<file path="src/rtl/tmr_pkg.sv">
package tmr_pkg;
  localparam int DW  = 32;
  localparam int AW  = 4;
  localparam int NCH = 3;

  localparam int ADR_CTRL  = 0;
  localparam int ADR_CAUSE = 1;
  localparam int ADR_MASK  = 2;
  localparam int ADR_CH0   = 3;

  function automatic int cnt_addr(input int ch);
    return ADR_CH0 + 2 * ch;
  endfunction

  function automatic int rld_addr(input int ch);
    return ADR_CH0 + 2 * ch + 1;
  endfunction
endpackage

</file>
<file path="src/rtl/tmr_channel.sv">
module tmr_channel #(
  parameter int DW = 32
) (
  input  logic          clk,
  input  logic          rst_n,
  input  logic          en,
  input  logic          rl_en,
  input  logic          cnt_wr,
  input  logic          rld_wr,
  input  logic [DW-1:0] wdata,
  output logic [DW-1:0] cnt,
  output logic [DW-1:0] rld,
  output logic          expire
);
  localparam logic [DW-1:0] ONE  = DW'(1);
  localparam logic [DW-1:0] ZERO = '0;

  assign expire = en && !cnt_wr && (cnt == ONE);

  always_ff @(posedge clk) begin
    if (!rst_n) begin
      rld <= ZERO;
    end else if (rld_wr) begin
      rld <= wdata;
    end
  end

  always_ff @(posedge clk) begin
    if (!rst_n) begin
      cnt <= ZERO;
    end else if (cnt_wr) begin
      cnt <= wdata;
    end else if (en) begin
      if (cnt == ONE) begin
        cnt <= rl_en ? rld : ZERO;
      end else if (cnt == ZERO) begin
        if (rl_en) cnt <= rld;
      end else begin
        cnt <= cnt - ONE;
      end
    end
  end

  assert_dec_R2: assert property (@(posedge clk) disable iff (!rst_n)
    (en && !cnt_wr && cnt > ONE) |=> (cnt == $past(cnt) - ONE));

  assert_hold_R2: assert property (@(posedge clk) disable iff (!rst_n)
    (!en && !cnt_wr) |=> $stable(cnt));

  assert_park_R5: assert property (@(posedge clk) disable iff (!rst_n)
    (en && !rl_en && !cnt_wr && cnt <= ONE) |=> (cnt == ZERO));

  assert_refill_R6: assert property (@(posedge clk) disable iff (!rst_n)
    (expire && rl_en && !rld_wr) |=> (cnt == rld));
endmodule

</file>
<file path="src/rtl/tmr_irq_ctrl.sv">
module tmr_irq_ctrl #(
  parameter int NCH = 3
) (
  input  logic           clk,
  input  logic           rst_n,
  input  logic [NCH-1:0] set,
  input  logic           cause_wr,
  input  logic           mask_wr,
  input  logic [NCH-1:0] wbits,
  output logic [NCH-1:0] cause,
  output logic [NCH-1:0] mask,
  output logic           irq
);
  logic [NCH-1:0] cause_kept;

  assign cause_kept = cause_wr ? (cause & wbits) : cause;

  always_ff @(posedge clk) begin
    if (!rst_n) begin
      cause <= '0;
      mask  <= '0;
    end else begin
      cause <= cause_kept | set;
      if (mask_wr) mask <= wbits;
    end
  end

  assign irq = |(cause & mask);

  assert_set_wins_R10: assert property (@(posedge clk) disable iff (!rst_n)
    (set != '0) |=> ((cause & $past(set)) == $past(set)));

  assert_clear_R9: assert property (@(posedge clk) disable iff (!rst_n)
    cause_wr |=> ((cause & ~$past(wbits) & ~$past(set)) == '0));

  assert_keep_R9: assert property (@(posedge clk) disable iff (!rst_n)
    cause_wr |=> ((cause & $past(cause & wbits)) == $past(cause & wbits)));

  assert_masked_R11: assert property (@(posedge clk) disable iff (!rst_n)
    (mask == '0) |-> !irq);
endmodule

</file>
<file path="src/rtl/tmr_unit.sv">
module tmr_unit
  import tmr_pkg::*;
(
  input  logic          clk,
  input  logic          rst_n,
  input  logic          bus_wr,
  input  logic [AW-1:0] bus_addr,
  input  logic [DW-1:0] bus_wdata,
  output logic [DW-1:0] bus_rdata,
  output logic          irq
);
  localparam int CW = 2 * NCH;

  logic [CW-1:0]  ctrl;
  logic [NCH-1:0] expire;
  logic [NCH-1:0] cause;
  logic [NCH-1:0] mask;
  logic [DW-1:0]  cnt [NCH];
  logic [DW-1:0]  rld [NCH];

  always_ff @(posedge clk) begin
    if (!rst_n) begin
      ctrl <= '0;
    end else if (bus_wr && bus_addr == AW'(ADR_CTRL)) begin
      ctrl <= bus_wdata[CW-1:0];
    end
  end

  for (genvar x = 0; x < NCH; x++) begin : g_ch
    tmr_channel #(.DW(DW)) u_ch (
      .clk    (clk),
      .rst_n  (rst_n),
      .en     (ctrl[2*x]),
      .rl_en  (ctrl[2*x+1]),
      .cnt_wr (bus_wr && bus_addr == AW'(cnt_addr(x))),
      .rld_wr (bus_wr && bus_addr == AW'(rld_addr(x))),
      .wdata  (bus_wdata),
      .cnt    (cnt[x]),
      .rld    (rld[x]),
      .expire (expire[x])
    );
  end

  tmr_irq_ctrl #(.NCH(NCH)) u_irq (
    .clk      (clk),
    .rst_n    (rst_n),
    .set      (expire),
    .cause_wr (bus_wr && bus_addr == AW'(ADR_CAUSE)),
    .mask_wr  (bus_wr && bus_addr == AW'(ADR_MASK)),
    .wbits    (bus_wdata[NCH:1]),
    .cause    (cause),
    .mask     (mask),
    .irq      (irq)
  );

  always_comb begin
    bus_rdata = '0;
    if (bus_addr == AW'(ADR_CTRL))  bus_rdata = DW'(ctrl);
    if (bus_addr == AW'(ADR_CAUSE)) bus_rdata = DW'({cause, 1'b0});
    if (bus_addr == AW'(ADR_MASK))  bus_rdata = DW'({mask, 1'b0});
    for (int x = 0; x < NCH; x++) begin
      if (bus_addr == AW'(cnt_addr(x))) bus_rdata = cnt[x];
      if (bus_addr == AW'(rld_addr(x))) bus_rdata = rld[x];
    end
  end

  assert_cause_b0_R8: assert property (@(posedge clk) disable iff (!rst_n)
    (bus_addr == AW'(ADR_CAUSE)) |-> (bus_rdata[0] == 1'b0));

  assert_ctrl_wr_R3: assert property (@(posedge clk) disable iff (!rst_n)
    (bus_wr && bus_addr == AW'(ADR_CTRL)) |=> (ctrl == $past(bus_wdata[CW-1:0])));
endmodule

</file>
<file path="config.mk">
export PLATFORM = sky130hd
export DESIGN_NAME = tmr_unit
export DESIGN_NICKNAME = d
export VERILOG_FILES = /design/src/rtl/tmr_pkg.sv /design/src/rtl/tmr_channel.sv /design/src/rtl/tmr_irq_ctrl.sv /design/src/rtl/tmr_unit.sv
export SDC_FILE = /design/constraint.sdc
export NUM_CORES = 1
export LEC_CHECK = 0
export ABC_AREA = 1
export BUFFER_PORTS_ARGS = -buffer_cell sky130_fd_sc_hd__buf_4
export CORE_AREA = 10 10 230 232
export CTS_CLUSTER_DIAMETER = 50
export DETAILED_ROUTE_END_ITERATION = 10
export DIE_AREA = 0 0 240 242
export GPL_ROUTABILITY_DRIVEN = 0
export GPL_TIMING_DRIVEN = 0
export HOLD_SLACK_MARGIN = 0.15
export SYNTH_ARGS = -nofsm -noshare
export SYNTH_HDL_FRONTEND = slang
export SYNTH_SLANG_ARGS = --single-unit
</file>
<file path="constraint.sdc">
create_clock -name clk -period 2.01 [get_ports clk]
set_input_delay 0.1005 -clock clk [delete_from_list [all_inputs] [get_ports clk]]
set_output_delay 0.1005 -clock clk [all_outputs]
set_load 0.02 [all_outputs]
</file>
==> run metrics <==
status finished with violations; violated checks negative setup slack; FP Rows 81; drt drc 0; Root Driver clkbuf_16; 1st-iter DRT viols 2,560; Slew @ Worst Pin 0.991 ns; Crit path buffers/inverters 5; nets 2,623; hold_ws 0.169 ns; CTS tree yes; period utilization 102%; cell chain of the critical path buf_4, inv_1, nand2_1, inv_2, nand2_4, inv_1, nand2_1, o211ai_1, a21oi_2, o221ai_1, buf_4; Final setup viols 4; cells after synthesis 2,380; initial antenna violation count 0; crit start category input pin; Layout area overhead 29.1%; CP max stage delay 0.27 ns; die span in x 240 microns; I/O pins 72; die area 58,100 sq um; Initial Utilization 29.5%; GRT Total Usage 24.2%; register area 4110 sq um; via/cell ratio 5.64; Synth top area share 28.6%; clk sinks 204; total core area 48,400 sq um; Peak VDD IR 0.507 mV; Mapped Area 14,300 sq um; Post-synth top flop dfxtp_1; post-synthesis sequential area ratio 28.6%; RSZ-0062 raised after global routing true; first-pass GRT wire length 107,000 microns; Routed Antenna Nets 0; Leakage Power 8.10 nW; setup TNS -0.105 ns; total grt overflow 0; drt pass-1 iters 8; vias in the first global route 16,529; IO buf count 70; multi-input logic area 9170 sq um; fill count 5,127; Clk Latency, worst-skew pair 0.53 ns; Synth area leaders dfxtp_1, nand2_1, a21oi_1; fmax 0.488 GHz; final WL 73,900 microns; min-delay worst type input pin to flip-flop; Period minus WS final 2.05 ns; clock-pin slew on the worst setup and hold paths 0.06 ns; Top Family by Delay on Critical Path buffers and inverters; Syn Area/Cell 6.00 sq um; yosys warns 0; Synthesized Nets 2,425; number of synthesized flops with an enable pin 0; slowest cell on the critical path a21oi_2; worst-path fanout max 9; CTS H-tree lvls 2; Worst EP arrival 1.95 ns; die height 242 microns; max cap viols 0; Clock Path Buffers 3; CP Class input pin to output port; share of layout cells above drive strength 1 17.5%; drt wl/cell 22.9 microns; PD cells 901 nW/um^2; Slew Viols, Final 0; Synth cell types 43; CTS Buf Count 35; Worst Path Required 1.91 ns; top cells by count, synth nand2_1, nor2_1, a21oi_1, inv_1, dfxtp_1; dpl hpwl 56,700 microns; Slew headroom 33.9%; flops & latches, synth 204; Final WS setup -0.0383 ns; area leader, netlist dfxtp_1; Crit. End Element output port; final hold vios 0; vias after detailed routing 18,179; largest net degree at the start of global routing 15; Post-synth ARST share 0%; top-count cell post-synth nand2_1; Setup Skew 0.0186 ns
[cell families after synthesis]
group                      synth area share, %
and+or+nand+nor                           35.5
AOI/OAI and AO/OA                         20.5
buffers and inverters                     11.3
DFF                                       28.6
xor gates and xnor gates                  3.62
adders and majority gates                0.526
[metal layers]
metal,wire length [microns],vias to the layer above,global-route usage [%]
li1,-,8132,-
met1,27900,8296,30.6
met2,30600,1389,35.8
met3,10200,360,7.92
met4,5200,2,12.6
met5,37,-,0.0865
[worst min-delay path: stages]
cell and delay (ns):
buf_4 0.14, clkbuf_1 0.23, o21ai_0 0.14, a21oi_1 0.05
[where the power goes]
| part | internal (mW) | total (mW) | switching [mW] |
|---|---|---|---|
| Clock | 4.22 | 6.54 | 2.31 |
| Combinational | 1.95 | 5.67 | 3.73 |
| Sequential | 4.20 | 4.41 | 0.212 |
| Total | 10.4 | 16.6 | 6.25 |
[area by class of cell]
| cell class | instances | area share (%) |
|---|---|---|
| multi-input combinational | 1782 | 49.7 |
| sequential | 204 | 22.3 |
| timing repair buffer | 167 | 7.54 |
| inverter | 281 | 5.85 |
| clock buffer | 42 | 5.29 |
| tap | 622 | 4.22 |
| buffer | 107 | 3.64 |
| clock inverter | 19 | 1.44 |
| antenna | 1 | 0.0136 |
[cells in the final DEF (no fill, tap or decap), types with 6 or more instances in the layout]
master         count
nand3_1          155
bufinv_16          6
buf_2              7
xor2_1            57
nor2_4            35
buf_4            131
inv_1            251
o211ai_1          31
nor3_1             7
clkbuf_1          53
dlygate4sd3_1     38
clkbuf_16         37
nand4_1           29
clkbuf_2          11
a21oi_2           11
a21oi_1          299
o21ai_2            8
nand3_4            7
nor2_2            42
clkinvlp_4         6
nand2_1          543
nor4_1             9
buf_6             26
nand2_4           12
dfxtp_2           11
clkinv_2           6
dfxtp_1          190
nor2_1           283
o21ai_0          137
inv_2             24
nand2_2           22
o21ai_1           31
[repair_timing]
action	CTS	global route
buffers inserted	25	34
hold buffers	38	0
hold endpoints to repair	140	0
endpoints found under the setup margin	128	129
resized for setup	120	162
gates cloned	0	0
pin swaps	18	40
[registers in the layout, summed over array words and instances, names as in the netlist]
| signal | flops |
|---|---|
| u_irq.mask | 3 |
| g_ch.u_ch.cnt | 96 |
| g_ch.u_ch.rld | 96 |
| ctrl | 6 |
| u_irq.cause | 3 |
[worst paths after layout]
| kind | from | to | slack [ns] | cells past startpoint |
|---|---|---|---|---|
| worst max-delay path | bus_addr[3] | bus_rdata[30] | -0.04 | 11 |
| worst min-delay path | rst_n | g_ch[2].u_ch.rld[15]$_SDFFE_PN0P_ | 0.17 | 4 |
| worst max register to register | g_ch[1].u_ch.cnt[30]$_SDFFE_PN0P_ | g_ch[1].u_ch.cnt[14]$_SDFFE_PN0P_ | 0 | 11 |
| worst min register to register | u_irq.mask[0]$_SDFFE_PN0P_ | u_irq.mask[0]$_SDFFE_PN0P_ | 0.48 | 2 |
[per-stage QoR]
stage | total power [mW] | area, sq um | setup slack (ns) | utilization, % | cells
detailed placement | 9.18 | 15600 | -0.498 | 32.2 | 3072
global placement | 9.15 | 15600 | -0.506 | 32.2 | 3072
floorplan | 7.74 | 14300 | 0.249 | - | 2380
finish | 16.6 | 18400 | -0.0383 | 38.1 | 3225
CTS | 16.0 | 17700 | -0.0641 | 36.6 | 3193
global route | 17.2 | 18400 | -0.0634 | 38.1 | 3224
Power figures use the tool's default switching activity.
